$ cat src/rtl/nib_link_pkg.sv
package nib_link_pkg;
  typedef enum logic [1:0] {
    ST_IDLE = 2'd0,
    ST_HI   = 2'd1,
    ST_LO   = 2'd2,
    ST_EOP  = 2'd3
  } tx_state_e;
endpackage

$ cat src/rtl/nib_link_sync.sv
module nib_link_sync #(
  parameter int unsigned STAGES = 2
) (
  input  logic clk_i,
  input  logic rst_ni,
  input  logic async_i,
  output logic sync_o
);
  logic [STAGES-1:0] ff_q;

  always_ff @(posedge clk_i or negedge rst_ni) begin
    if (!rst_ni) ff_q <= '0;
    else         ff_q <= {ff_q[STAGES-2:0], async_i};
  end

  assign sync_o = ff_q[STAGES-1];
endmodule

$ cat src/rtl/nib_link_timer.sv
module nib_link_timer #(
  parameter int unsigned W = 16
) (
  input  logic         clk_i,
  input  logic         rst_ni,
  input  logic         run_i,
  input  logic [W-1:0] limit_i,
  output logic         expired_o
);
  logic [W-1:0] cnt_q;

  assign expired_o = run_i && (cnt_q == limit_i);

  always_ff @(posedge clk_i or negedge rst_ni) begin
    if (!rst_ni)         cnt_q <= '0;
    else if (!run_i)     cnt_q <= '0;
    else if (!expired_o) cnt_q <= cnt_q + W'(1);
  end
endmodule

$ cat src/rtl/nib_link_src.sv
module nib_link_src #(
  parameter int unsigned BYTE_W   = 8,
  parameter int unsigned HDR_LEN  = 2,
  parameter logic [HDR_LEN*BYTE_W-1:0] HDR_WORD = 16'h0800
) (
  input  logic              clk_i,
  input  logic              rst_ni,
  input  logic              take_i,
  input  logic              clear_i,
  input  logic [BYTE_W-1:0] byte_i,
  input  logic              valid_i,
  input  logic              last_i,
  output logic [BYTE_W-1:0] nxt_byte_o,
  output logic              nxt_last_o,
  output logic              nxt_avail_o,
  output logic              ready_o
);
  localparam int unsigned IW = $clog2(HDR_LEN + 1);

  logic [IW-1:0] idx_q;
  logic          in_hdr;

  assign in_hdr      = idx_q < IW'(HDR_LEN);
  assign nxt_byte_o  = in_hdr ? HDR_WORD[(HDR_LEN - 1 - int'(idx_q)) * BYTE_W +: BYTE_W] : byte_i;
  assign nxt_last_o  = !in_hdr && last_i;
  assign nxt_avail_o = in_hdr || valid_i;
  assign ready_o     = take_i && !in_hdr;

  always_ff @(posedge clk_i or negedge rst_ni) begin
    if (!rst_ni)                idx_q <= '0;
    else if (clear_i)           idx_q <= '0;
    else if (take_i && in_hdr)  idx_q <= idx_q + IW'(1);
  end

  // payload taken only when offered
  p_ready_with_valid_r10: assert property (@(posedge clk_i) disable iff (!rst_ni)
    ready_o |-> valid_i);
  // prefix index never runs past the prefix length
  p_idx_bound_r2: assert property (@(posedge clk_i) disable iff (!rst_ni)
    idx_q <= IW'(HDR_LEN));
endmodule

$ cat src/rtl/nib_link_tx.sv
module nib_link_tx
  import nib_link_pkg::*;
#(
  parameter int unsigned BYTE_W      = 8,
  parameter int unsigned HOLD_W      = 8,
  parameter int unsigned TO_W        = 16,
  parameter int unsigned SYNC_STAGES = 2,
  parameter int unsigned HDR_LEN     = 2,
  parameter logic [HDR_LEN*BYTE_W-1:0] HDR_WORD = 16'h0800
) (
  input  logic              clk_i,
  input  logic              rst_ni,
  input  logic [BYTE_W-1:0] byte_i,
  input  logic              byte_valid_i,
  input  logic              byte_last_i,
  output logic              byte_ready_o,
  input  logic [HOLD_W-1:0] hold_cycles_i,
  input  logic [TO_W-1:0]   timeout_cycles_i,
  input  logic              remote_hs_i,
  output logic [BYTE_W/2-1:0] data_o,
  output logic              hs_o,
  output logic              err_o
);
  localparam int unsigned NIB_W = BYTE_W / 2;

  tx_state_e         state_q, state_d;
  logic [NIB_W-1:0]  data_q, data_d;
  logic              hs_q, hs_d;
  logic [BYTE_W-1:0] cur_q, cur_d;
  logic              last_q, last_d;
  logic              err_q, err_d;

  logic              ack_s;
  logic              take, clear;
  logic [BYTE_W-1:0] nxt_byte;
  logic              nxt_last, nxt_avail;
  logic              to_run, to_exp;
  logic              hold_run, hold_exp;

  nib_link_sync #(.STAGES(SYNC_STAGES)) i_sync (
    .clk_i   (clk_i),
    .rst_ni  (rst_ni),
    .async_i (remote_hs_i),
    .sync_o  (ack_s)
  );

  nib_link_src #(.BYTE_W(BYTE_W), .HDR_LEN(HDR_LEN), .HDR_WORD(HDR_WORD)) i_src (
    .clk_i       (clk_i),
    .rst_ni      (rst_ni),
    .take_i      (take),
    .clear_i     (clear),
    .byte_i      (byte_i),
    .valid_i     (byte_valid_i),
    .last_i      (byte_last_i),
    .nxt_byte_o  (nxt_byte),
    .nxt_last_o  (nxt_last),
    .nxt_avail_o (nxt_avail),
    .ready_o     (byte_ready_o)
  );

  assign to_run   = ((state_q == ST_HI) && !ack_s) || ((state_q == ST_LO) && ack_s);
  assign hold_run = (state_q == ST_EOP);

  nib_link_timer #(.W(TO_W)) i_to_timer (
    .clk_i     (clk_i),
    .rst_ni    (rst_ni),
    .run_i     (to_run),
    .limit_i   (timeout_cycles_i),
    .expired_o (to_exp)
  );

  nib_link_timer #(.W(HOLD_W)) i_hold_timer (
    .clk_i     (clk_i),
    .rst_ni    (rst_ni),
    .run_i     (hold_run),
    .limit_i   (hold_cycles_i - HOLD_W'(1)),
    .expired_o (hold_exp)
  );

  always_comb begin
    state_d = state_q;
    data_d  = data_q;
    hs_d    = hs_q;
    cur_d   = cur_q;
    last_d  = last_q;
    err_d   = 1'b0;
    take    = 1'b0;
    clear   = 1'b0;
    unique case (state_q)
      ST_IDLE: if (byte_valid_i) begin
        take    = 1'b1;
        cur_d   = nxt_byte;
        last_d  = nxt_last;
        data_d  = nxt_byte[BYTE_W-1 -: NIB_W];
        hs_d    = 1'b1;
        state_d = ST_HI;
      end
      ST_HI: if (to_exp) begin
        state_d = ST_IDLE; data_d = '0; hs_d = 1'b0; err_d = 1'b1; clear = 1'b1;
      end else if (ack_s) begin
        data_d  = cur_q[NIB_W-1:0];
        hs_d    = 1'b0;
        state_d = ST_LO;
      end
      ST_LO: if (to_exp) begin
        state_d = ST_IDLE; data_d = '0; hs_d = 1'b0; err_d = 1'b1; clear = 1'b1;
      end else if (!ack_s) begin
        if (last_q) begin
          // in-band end marker: invert lines, request stays low
          data_d  = ~cur_q[NIB_W-1:0];
          state_d = ST_EOP;
        end else if (nxt_avail) begin
          take    = 1'b1;
          cur_d   = nxt_byte;
          last_d  = nxt_last;
          data_d  = nxt_byte[BYTE_W-1 -: NIB_W];
          hs_d    = 1'b1;
          state_d = ST_HI;
        end
      end
      ST_EOP: if (hold_exp) begin
        data_d  = '0;
        state_d = ST_IDLE;
        clear   = 1'b1;
      end
      default: state_d = ST_IDLE;
    endcase
  end

  // data and request share one register stage so they move on the same edge
  always_ff @(posedge clk_i or negedge rst_ni) begin
    if (!rst_ni) begin
      state_q <= ST_IDLE;
      data_q  <= '0;
      hs_q    <= 1'b0;
      cur_q   <= '0;
      last_q  <= 1'b0;
      err_q   <= 1'b0;
    end else begin
      state_q <= state_d;
      data_q  <= data_d;
      hs_q    <= hs_d;
      cur_q   <= cur_d;
      last_q  <= last_d;
      err_q   <= err_d;
    end
  end

  assign data_o = data_q;
  assign hs_o   = hs_q;
  assign err_o  = err_q;

  p_idle_quiet_r1: assert property (@(posedge clk_i) disable iff (!rst_ni)
    (state_q == ST_IDLE) |-> (data_o == '0 && !hs_o));
  p_rise_after_low_ack_r4: assert property (@(posedge clk_i) disable iff (!rst_ni)
    $rose(hs_o) |-> !$past(ack_s));
  p_fall_after_high_ack_r3: assert property (@(posedge clk_i) disable iff (!rst_ni)
    $fell(hs_o) |-> ($past(ack_s) || err_o));
  p_data_with_hs_r5: assert property (@(posedge clk_i) disable iff (!rst_ni)
    ((state_q == ST_HI || state_q == ST_LO) &&
     ($past(state_q) == ST_HI || $past(state_q) == ST_LO) &&
     (data_o != $past(data_o))) |-> (hs_o != $past(hs_o)));
  p_eop_hs_low_r6: assert property (@(posedge clk_i) disable iff (!rst_ni)
    (state_q == ST_EOP) |-> !hs_o);
  p_eop_inverts_r6: assert property (@(posedge clk_i) disable iff (!rst_ni)
    ((state_q == ST_EOP) && ($past(state_q) == ST_LO)) |-> (data_o == ~$past(data_o)));
  p_err_single_r7: assert property (@(posedge clk_i) disable iff (!rst_ni)
    err_o |=> !err_o);
  p_err_quiet_r7: assert property (@(posedge clk_i) disable iff (!rst_ni)
    err_o |-> (data_o == '0 && !hs_o && state_q == ST_IDLE));
  p_stall_no_timeout_r9: assert property (@(posedge clk_i) disable iff (!rst_ni)
    ((state_q == ST_LO) && !ack_s) |-> !to_exp);
endmodule

$ cat config.mk
export PLATFORM = sky130hd
export DESIGN_NAME = nib_link_tx
export DESIGN_NICKNAME = d
export VERILOG_FILES = /design/src/rtl/nib_link_pkg.sv /design/src/rtl/nib_link_sync.sv /design/src/rtl/nib_link_timer.sv /design/src/rtl/nib_link_src.sv /design/src/rtl/nib_link_tx.sv
export SDC_FILE = /design/constraint.sdc
export NUM_CORES = 1
export LEC_CHECK = 0
export BUFFER_PORTS_ARGS = -buffer_cell sky130_fd_sc_hd__buf_2
export CAP_MARGIN = 20
export CORE_ASPECT_RATIO = 0.75
export CORE_MARGIN = 3
export CORE_UTILIZATION = 51
export CTS_CLUSTER_SIZE = 24
export DETAILED_ROUTE_END_ITERATION = 12
export GPL_TIMING_DRIVEN = 0
export PLACE_DENSITY_LB_ADDON = 0.2
export SLEW_MARGIN = 20
export SYNTH_ARGS = -nofsm -noshare
export SYNTH_HDL_FRONTEND = slang
export SYNTH_SLANG_ARGS = --single-unit
$ cat constraint.sdc
create_clock -name clk_i -period 2.5 [get_ports clk_i]
set_input_delay 0.25 -clock clk_i [delete_from_list [all_inputs] [get_ports clk_i]]
set_output_delay 0.25 -clock clk_i [all_outputs]
set_load 0.01 [all_outputs]
==> run summary, run 1 <==
Mapped cell area - 0.00263 sq mm
Antenna Nets Post-Route - 0
RR Startpoint - i_hold_timer.cnt_q[5]
Crit start category - register
TritonCTS clock tree - yes
Crit. End Element - register
Clock sink count - 41
Final Max Slew Viols - 0
Post-synthesis cell type count - 46
Placer Congestion - 0.827
Number of diodes - 0
#FFs+latches synth - 41
Crit-path max cell delay - 420 ps
VDD IR-drop max - 0.000511 V
Die Y - 68.2 um
Initial antenna violation count - 0
Largest family of logic cells by synthesized area - simple AND/OR/NAND/NOR gates
Most common cell after layout, fill and taps aside - buf_2
Max capacitance violation total - 0
TritonRoute pass-1 iters - 5
WL final - 5800 um
Crit Path Class - register to register
Core footprint - 0.00470 sq mm
Post-Syn Nets - 338
CTS buffer count - 5
All-Layer GR Usage - 20.2%
Post-DP Area - 0.00292 sq mm
Total negative setup slack - 0 ps
Fraction of registers with async set/reset - 100%
Port Buffers - 43
Overflow after GRT - 0
Detail Placement HPWL - 4250 um
Outcome - completed
Mapped Avg Cell Area - 8.96 sq um
Fillers - 419
Ys Warns - 0
Clk_skew - 10.4 ps
Xor/xnor cell area share of the yosys netlist - 11.0%
Area of the multi-input gates - 0.00152 sq mm
Synth Instances - 294
Sequential area share after synthesis - 39.0%
Worst skew pair latency - 290 ps
Die area - 0.00607 sq mm
Worst Path Arrival - 2600 ps
Endpoints failing setup - 0
DR DRC count - 0
Layout net count - 392
Worst-path clk slew - 80 ps
Final worst-path cycle share - 95.4%
Reg2Reg Depth - 8
Stages on worst setup path - 8
Hold path depth - 1
Max clock buf depth - 2
Vias in the first global route - 2110
Worst Hold Launch - remote_hs_i
R2R Setup Slk - 120 ps
Final worst path period need - 2380 ps
Final hold vios - 0
Clock root buffer - clkbuf_8
Average wire per standard cell - 14.3 um
Die width - 89.0 um
Row count - 21
Crit-path max FO - 7
Worst path bufs/invs - 2
Leak Pwr - 1.42 nW
Layout cell share with drive strength beyond 1 - 19.2%
Via Count - 2352
Initial Util - 56.0%
Fmax - 419 MHz
Core Util, Final - 65.9%
Worst Path Required - 2710 ps
# H-tree levels - 2
Critical path, cell by cell - xnor2_1 -> or4_1 -> a222oi_1 -> buf_4 -> nand3_4 -> a211oi_4 -> buf_12 -> mux2i_1
CP delay by family, top - compound AO/OA/AOI/OAI gates
Largest net degree at the start of global routing - 42
Reg area - 0.00103 sq mm
Slew @ Worst Pin - 913 ps
Post-Layout Inst Area - 0.00310 sq mm
Most frequent cells in the layout - buf_2 (43), dfrtp_1 (41), inv_1 (23), xor2_1 (23), a21oi_1 (22)
Hold path endpoint - i_sync.ff_q[0]
IO Pins - 44
HP Class - primary input to register
PD cells - 754 mW/mm^2
Slew headroom - 39.1%
First-pass GRT wire length - 9610 um
EDFF count, synth - 0
Synth Area in Simple Gates - 19.5%
Power Total - 2.34 mW
CTS Hold Bufs - 0
Critical path's slowest cell - dfrtp_1
Post-synthesis mux area share - 5.32%
Initial DRC count - 162
Synth Area in Adders - 3.33%
Most used DFF post-synth - dfrtp_1
Vias per Instance - 5.79
Synth Area in Compound Gates - 17.1%
Synthesis-to-layout area growth - 17.6%
Reg2reg end - data_o[3]
==> cells by family after synthesis <==
family,after synthesis
AO/OA/AOI/OAI,70
XOR/XNOR,33
adder cells (fa/ha/maj),7
buffers and inverters,34
flip-flops,41
multiplexers,14
AND/OR/NAND/NOR,95
==> timing repair <==
item	CTS	global route
pin swaps	1	5
gates resized for setup	4	6
setup buffers	4	2
endpoints found under the setup margin	15	21
==> report_power, final <==
part	internal [mW]	leakage (nW)	switching, mW	total (mW)
combinational	0.455	0.848	0.561	1.02
clock	0.198	0.0385	0.223	0.421
sequential	0.790	0.538	0.109	0.898
total	1.44	1.42	0.893	2.34
==> synth_stat cells (4+ instances only) <==
cell type / number / area share, %
a21oi_1: 22 / 4.2
clkbuf_1: 10 / 1.4
dfrtp_1: 41 / 39
ha_1: 7 / 3.3
inv_1: 23 / 3.3
mux2i_1: 14 / 5.3
nand2_1: 20 / 2.9
nand2b_1: 9 / 2.1
nand3_1: 11 / 2.1
nand4_1: 4 / 0.95
nor2_1: 17 / 2.4
nor4_1: 4 / 0.95
o21ai_0: 18 / 3.4
o22ai_1: 4 / 0.95
or3_1: 10 / 2.4
or4_1: 4 / 1.1
xnor2_1: 10 / 3.3
xor2_1: 23 / 7.6
==> state kept, by name, indices dropped and copies added, names as in the netlist <==
signal              flops
state_q                 2
last_q                  1
i_to_timer.cnt_q       16
i_hold_timer.cnt_q      8
i_sync.ff_q             2
hs_o                    1
data_o                  4
cur_q                   4
err_o                   1
i_src.idx_q             2
==> through the flow <==
step                      hold WS, ps  std cells  setup slack, ps
after global placement            333        394             -487
after global routing             50.5        406            -21.9
after floorplan                 -45.6        294            -61.7
after CTS                        58.1        405             8.97
after detailed placement          336        394             -523
final                            64.3        406              116
==> metal layers <==
layer,global-route usage [%],vias to the layer above,part of all wire (%)
met5,0,-,0
met4,3.16,0,0.48
met3,4.21,4,5.7
met2,29.8,68,44
met1,31.0,1126,50
li1,-,1154,-
==> layout make-up <==
class                   instances  share of cell area (%)
clock inverters                 1                   0.242
plain buffers                   9                    1.09
repair buffers                 49                    8.80
well taps                      57                    2.30
clock buffers                   7                    2.46
inverters                      23                    2.79
multi-input cells             219                    49.2
flip-flops and latches         41                    33.1
==> worst max path at each step <==
stage	from	endpoint	slack (ps)
3_5_place_dp	hold_cycles_i[0]	data_o[0]	-520
5_1_grt	state_q[1]	hs_o	-20
6_report	i_hold_timer.cnt_q[5]	data_o[3]	120
4_1_cts	i_hold_timer.cnt_q[5]	data_o[0]	9
2_1_floorplan	hold_cycles_i[0]	data_o[0]	-60
3_3_place_gp	hold_cycles_i[0]	data_o[0]	-490
No activity file was read; power rests on OpenSTA's default activity.
==> run 2: changes to the inputs <==
SYNTH_HIERARCHICAL = 1   (was unset)
==> run summary, run 2 <==
Layout cell share with drive strength beyond 1 - 33.2% (+14 points)
Crit Path Class - register to primary output
Worst skew pair latency - 290 ps (about the same)
Crit. End Element - primary output
RSZ-0062 raised after global routing - true
Port Buffers - 43 (unchanged)
Placer Congestion - 0.862 (+4.1%)
Post-DP Area - 0.00306 sq mm (+4.9%)
Crit-path max FO - 4 (-3)
#FFs+latches synth - 41 (unchanged)
Number of diodes - 0 (unchanged)
Vias per Instance - 5.64 (-2.6%)
Final Max Slew Viols - 0 (unchanged)
Synth top area cells - dfrtp_1 (37%), xnor2_1 (8.0%), nand2_1 (4.1%), a21oi_1 (3.6%), ha_1 (3.6%)
Global Route met3 Usage - 4.34% (+0.13 points)
Outcome - complete, but fails checks
EDFF count, synth - 0 (unchanged)
# H-tree levels - 2 (unchanged)
Initial Util - 54.5% (-1.5 points)
Worst-path clk slew - 90 ps (about the same)
Worst Path Required - 2250 ps (-460 ps)
Most used DFF post-synth - dfrtp_1
Worst Path Arrival - 2370 ps (-230 ps)
Clock root buffer - clkbuf_8
Synth top area share - 37.4% (-1.6 points)
Initial DRC count - 177 (+9.3%)
Post-Syn Nets - 348 (+3.0%)
Endpoints failing setup - 1 (+1)
Detail Placement HPWL - 4420 um (+4.0%)
Layout net count - 421 (+7.4%)
HP Class - primary input to register
Failing checks - negative setup slack
Slew @ Worst Pin - 926 ps (+12.9 ps)
Clk_skew - 9.31 ps (-1.08 ps)
Final worst path period need - 2620 ps (+238 ps)
Vias in the first global route - 2337 (+11%)
Top-count cell post-synth - dfrtp_1
Post-synthesis cell type count - 48 (+4.3%)
Post-synth top cells - dfrtp_1 (41), nand2_1 (30), xnor2_1 (25)
Reg area - 0.00104 sq mm (+1.1%)
Area of the multi-input gates - 0.00178 sq mm (+17%)
Met1 usage - 30.1% (-0.91 points)
Overflow after GRT - 0 (unchanged)
Total negative setup slack - -122 ps (-122 ps)
Leak Pwr - 1.48 nW (+4.2%)
Register bank with the most flops - i_to_timer/cnt_q
GR peak layer - met2
IO Pins - 44 (unchanged)
Synthesis-to-layout area growth - 29.5%
Biggest regs - i_to_timer/cnt_q: 16 flops, i_hold_timer/cnt_q: 8 flops
Ys Warns - 6 (+6)
Fillers - 393 (-6.2%)
Worst Slack Setup Final - -122 ps (-238 ps)
Average wire per standard cell - 15.0 um (+4.7%)
Most common cell after layout, fill and taps aside - buf_2
Sequential area share after synthesis - 37.4% (-1.6 points)
Mapped cell area - 0.00275 sq mm (+4.3%)
Die area - 0.00631 sq mm (+3.9%)
Post-Layout Inst Area - 0.00356 sq mm (+15%)
Fmax - 381 MHz (-9.1%)
Die width - 90.7 um (+2.0%)
Die Y - 69.6 um (+1.9%)
Row count - 22 (+4.8%)
DR DRC count - 0 (unchanged)
Most frequent cells in the layout - buf_2 (44), dfrtp_1 (32), nand2_1 (30), buf_4 (24), a21oi_1 (20)
Clock sink count - 41 (unchanged)
Largest register FFs - 16 (unchanged)
Cell type with the largest total area after synthesis - dfrtp_1
VDD IR-drop max - 0.000485 V (-5.1%)
Antenna Nets Post-Route - 0 (unchanged)
Max capacitance violation total - 0 (unchanged)
Initial antenna violation count - 0 (unchanged)
Largest net degree at the start of global routing - 42 (unchanged)
Final worst-path cycle share - 105% (+9.5 points)
TritonCTS clock tree - yes
Core footprint - 0.00504 sq mm (+7.1%)
CTS buffer count - 5 (unchanged)
Max clock buf depth - 2 (unchanged)
Final hold vios - 0 (unchanged)
All-Layer GR Usage - 20.9% (+0.72 points)
First-pass GRT wire length - 10900 um (+13%)
PD cells - 722 mW/mm^2 (-4.2%)
Via Count - 2533 (+7.7%)
Synth Instances - 303 (+3.1%)
Slew headroom - 38.3% (-0.86 points)
Mapped Avg Cell Area - 9.06 sq um (+1.2%)
Grt met2 use - 32.5% (+2.6 points)
Power Total - 2.57 mW (+10%)
Crit start category - register
TritonRoute pass-1 iters - 5 (unchanged)
Fraction of registers with async set/reset - 100% (unchanged)
WL final - 6710 um (+16%)
[run 2: cell types whose count changed in the layout (fill, tap and decap cells not counted), moves of 8 or more]
cell,before,now
and2_1,3,11
buf_4,5,24
dfrtp_1,41,32
dfrtp_2,0,9
inv_1,23,12
nand2_1,20,30
nor2_1,17,9
o21ai_1,0,10
xnor2_1,10,18
xor2_1,23,6
[run 2: layout make-up]
cell class                 instances  share of cell area, %
buffer                             9                   1.69
clock buffer                       6                   2.04
clock inverter                     2                   1.09
inverter                          13                   1.44
multi-input combinational        237                   50.1
sequential                        41                   29.2
tap                               72                   2.53
timing repair buffer              69                   11.9
[run 2: critical path, cell delays in order, from the launching register on]
cell and delay, ps:
dfrtp_1 430, xnor2_1 220, nand4_1 170, nor4_4 320
buf_6 150, and2_4 140, nand2b_4 140, nor3_4 50
o21ai_1 110, nand2_1 90, and2_4 150, buf_6 110
[run 2: cell families (layout without fill, tap and decap cells)]
| family | count (synthesis) | count (layout) | synth area share (%) |
|---|---|---|---|
| muxes | 16 | 16 | 6.24 |
| buffers and inverters | 25 | 99 | 4.46 |
| AOI/OAI and AO/OA | 63 | 63 | 13.8 |
| xor gates and xnor gates | 31 | 31 | 9.89 |
| and+or+nand+nor | 119 | 119 | 24.6 |
| adders and majority gates | 8 | 8 | 3.64 |
| DFF | 41 | 41 | 37.4 |
[run 2: where the power goes]
| part | internal, mW | total (mW) | switching (mW) | leakage, nW |
|---|---|---|---|---|
| sequential | 0.784 | 0.893 | 0.109 | 0.525 |
| clock | 0.300 | 0.534 | 0.234 | 0.0554 |
| combinational | 0.559 | 1.14 | 0.582 | 0.904 |
[run 2: stage by stage]
step	hold slack, ps	utilization (%)	setup slack, ps	std cells
after floorplan	-45.6	-	9.13	303
after global placement	333	60.8	-298	418
after detailed placement	336	60.8	-342	418
after CTS	47.4	66.2	-168	438
after global routing	41.9	70.6	-304	449
final	55.8	70.6	-122	449
[run 2: final timing paths]
path                                startpoint                    end  slack [ps]  depth (start not counted)
hold / removal                     remote_hs_i         i_sync/ff_q[0]          60                          1
max in group asynchronous               rst_ni   i_to_timer/cnt_q[10]        1770                          1
hold reg to reg                 i_sync/ff_q[0]         i_sync/ff_q[1]         350                          0
min in group asynchronous               rst_ni  i_hold_timer/cnt_q[6]          90                          1
setup reg to reg           i_to_timer/cnt_q[9]         i_src/idx_q[0]          10                         11
setup / recovery           i_to_timer/cnt_q[9]           byte_ready_o        -120                         11
[run 2: timing repair]
| action | 4_1_cts | 5_1_grt |
|---|---|---|
| hold buffers | 0 | 0 |
| endpoints found under the setup margin | 14 | 14 |
| gates cloned | 1 | 0 |
| pin swaps | 8 | 18 |
| setup buffers | 14 | 13 |
| gates resized for setup | 21 | 32 |
[run 2: layer usage]
metal	wire [um]	share of wire (%)	vias up
met5	0	0	-
met4	102	1.5	0
met3	441	6.6	12
met2	3070	46	88
met1	3100	46	1200
li1	-	-	1233
==> run 3: changes to the inputs <==
PLACE_DENSITY = 0.76   (was unset)
PLACE_DENSITY_LB_ADDON = unset   (was 0.2)
==> run summary, run 3 (same netlist as run 2, synthesis figures left out) <==
Final hold vios - 0 (unchanged)
Worst-path clk slew - 90 ps (about the same)
Post-Layout Inst Area - 0.00360 sq mm (+1.2%)
Hold path depth - 1 (unchanged)
Initial DRC count - 194 (+9.6%)
Placer Congestion - 0.829 (-3.7%)
TritonRoute pass-1 iters - 4 (-1)
Reg2Reg Depth - 10 (-1)
CTS buffer count - 5 (unchanged)
Clock sink count - 41 (unchanged)
Die Y - 69.6 um (unchanged)
Failing checks - negative setup slack
Worst skew pair latency - 300 ps (about the same)
R2R Setup Slk - -70 ps (-80 ps)
Crit-path max FO - 4 (unchanged)
CTS Hold Bufs - 0 (unchanged)
Power Total - 2.65 mW (+3.1%)
# H-tree levels - 2 (unchanged)
Clk_skew - 17.4 ps (+8.14 ps)
Final hold slack - 47.3 ps (-8.46 ps)
Row count - 22 (unchanged)
Slew @ Worst Pin - 899 ps (-26.8 ps)
Worst Slack Setup Final - -133 ps (-11.1 ps)
Die area - 0.00631 sq mm (unchanged)
Core footprint - 0.00504 sq mm (unchanged)
Biggest regs - i_to_timer/cnt_q: 16 flops, i_hold_timer/cnt_q: 8 flops
Worst Path Required - 2250 ps (about the same)
Synthesis-to-layout area growth - 31.1%
Crit start category - register
Crit Path Class - register to primary output
WL final - 6980 um (+3.9%)
Average wire per standard cell - 15.4 um (+3.2%)
IO Pins - 44 (unchanged)
Die width - 90.7 um (unchanged)
Max capacitance violation total - 0 (unchanged)
Reg2reg end - cur_q[1]
Initial antenna violation count - 0 (unchanged)
Vias in the first global route - 2382 (+1.9%)
Fmax - 380 MHz (-0.42%)
DR DRC count - 0 (unchanged)
Register bank with the most flops - i_to_timer/cnt_q
Layout net count - 424 (+0.71%)
PD cells - 735 mW/mm^2 (+1.8%)
Most frequent cells in the layout - buf_2 (42), dfrtp_1 (33), buf_4 (27), nand2_1 (24), xnor2_1 (21)
Slew headroom - 40.0% (+1.8 points)
Detail Placement HPWL - 4410 um (-0.26%)
All-Layer GR Usage - 21.2% (+0.25 points)
Final worst-path cycle share - 105% (+0.44 points)
Worst Path Arrival - 2380 ps (about the same)
VDD IR-drop max - 0.000530 V (+9.1%)
Layout cell share with drive strength beyond 1 - 35.8% (+2.6 points)
Initial Util - 54.5% (unchanged)
Max clock buf depth - 2 (unchanged)
TritonCTS clock tree - yes
Clock root buffer - clkbuf_8
Outcome - complete, but fails checks
Endpoints failing setup - 6 (+5)
HP Class - primary input to register
Post-DP Area - 0.00306 sq mm (unchanged)
Vias per Instance - 5.67 (+0.43%)
Most common cell after layout, fill and taps aside - buf_2
Worst Hold Launch - remote_hs_i
Port Buffers - 43 (unchanged)
First-pass GRT wire length - 11000 um (+1.3%)
Hold path endpoint - i_sync/ff_q[0]
Largest net degree at the start of global routing - 42 (unchanged)
Via Count - 2561 (+1.1%)
Final Max Slew Viols - 0 (unchanged)
Number of diodes - 0 (unchanged)
Overflow after GRT - 0 (unchanged)
Antenna Nets Post-Route - 0 (unchanged)
Leak Pwr - 1.51 nW (+1.6%)
Largest register FFs - 16 (unchanged)
RSZ-0062 raised after global routing - true
Crit. End Element - primary output
RR Startpoint - state_q[0]
Final worst path period need - 2630 ps (+11.1 ps)
run 3: how the worst max path moves through the flow:
stage / start / to / slack, ps / depth (start not counted)
3_3_place_gp: hold_cycles_i[2] / data_o[1] / -320 / 12
4_1_cts: i_to_timer/cnt_q[2] / byte_ready_o / -150 / 12
3_5_place_dp: hold_cycles_i[2] / data_o[2] / -360 / 12
6_report: i_to_timer/cnt_q[9] / byte_ready_o / -130 / 11
5_1_grt: i_to_timer/cnt_q[4] / byte_ready_o / -230 / 11
2_1_floorplan: state_q[0] / cur_q[0] / 9 / 10
run 3: worst max-delay path, stage by stage (launching register included):
cell and delay [ps]:
dfrtp_1 430, xnor2_1 180, nand4_1 160, nor4_4 350, buf_6 150, and2_4 140, nand2b_4 140, nor3_4 40
o21ai_1 120, nand2_1 100, and2_4 170, buf_6 110
run 3: routing by layer:
metal / up-vias / wire length, um / global-route usage [%]
li1: 1231 / - / -
met1: 1241 / 3160 / 29.6
met2: 73 / 3340 / 32.8
met3: 16 / 322 / 4.12
met4: 0 / 154 / 7.13
met5: - / 0 / 0
run 3: layout make-up:
type	instances	area (sq um)
fillers	371	1440
inverters	13	48.8
clock inverters	2	38.8
multi-input cells	237	1790
flip-flops and latches	41	1040
repair buffers	72	459
well taps	72	90.1
clock buffers	6	72.6
plain buffers	9	61.3
run 3: where the power goes:
| group | switching [mW] | internal (mW) | leakage [nW] | total (mW) |
|---|---|---|---|---|
| clock | 0.241 | 0.300 | 0.0554 | 0.541 |
| sequential | 0.106 | 0.784 | 0.527 | 0.891 |
| combinational | 0.625 | 0.590 | 0.926 | 1.21 |
run 3: repair_timing:
action | CTS | global route
pin swaps | 11 | 24
endpoints found under the setup margin | 14 | 14
buffers inserted | 20 | 10
resized for setup | 23 | 44
cloned | 1 | 0
run 3: per-stage QoR:
| step | utilization, % | setup TNS, ps | setup WS (ps) | std cells |
|---|---|---|---|---|
| 2_1_floorplan | - | 0 | 9.13 | 303 |
| 3_3_place_gp | 60.8 | -3770 | -322 | 418 |
| 3_5_place_dp | 60.8 | -4290 | -359 | 418 |
| 4_1_cts | 67.3 | -421 | -153 | 445 |
| 5_1_grt | 71.5 | -1260 | -234 | 452 |
| 6_report | 71.5 | -414 | -133 | 452 |
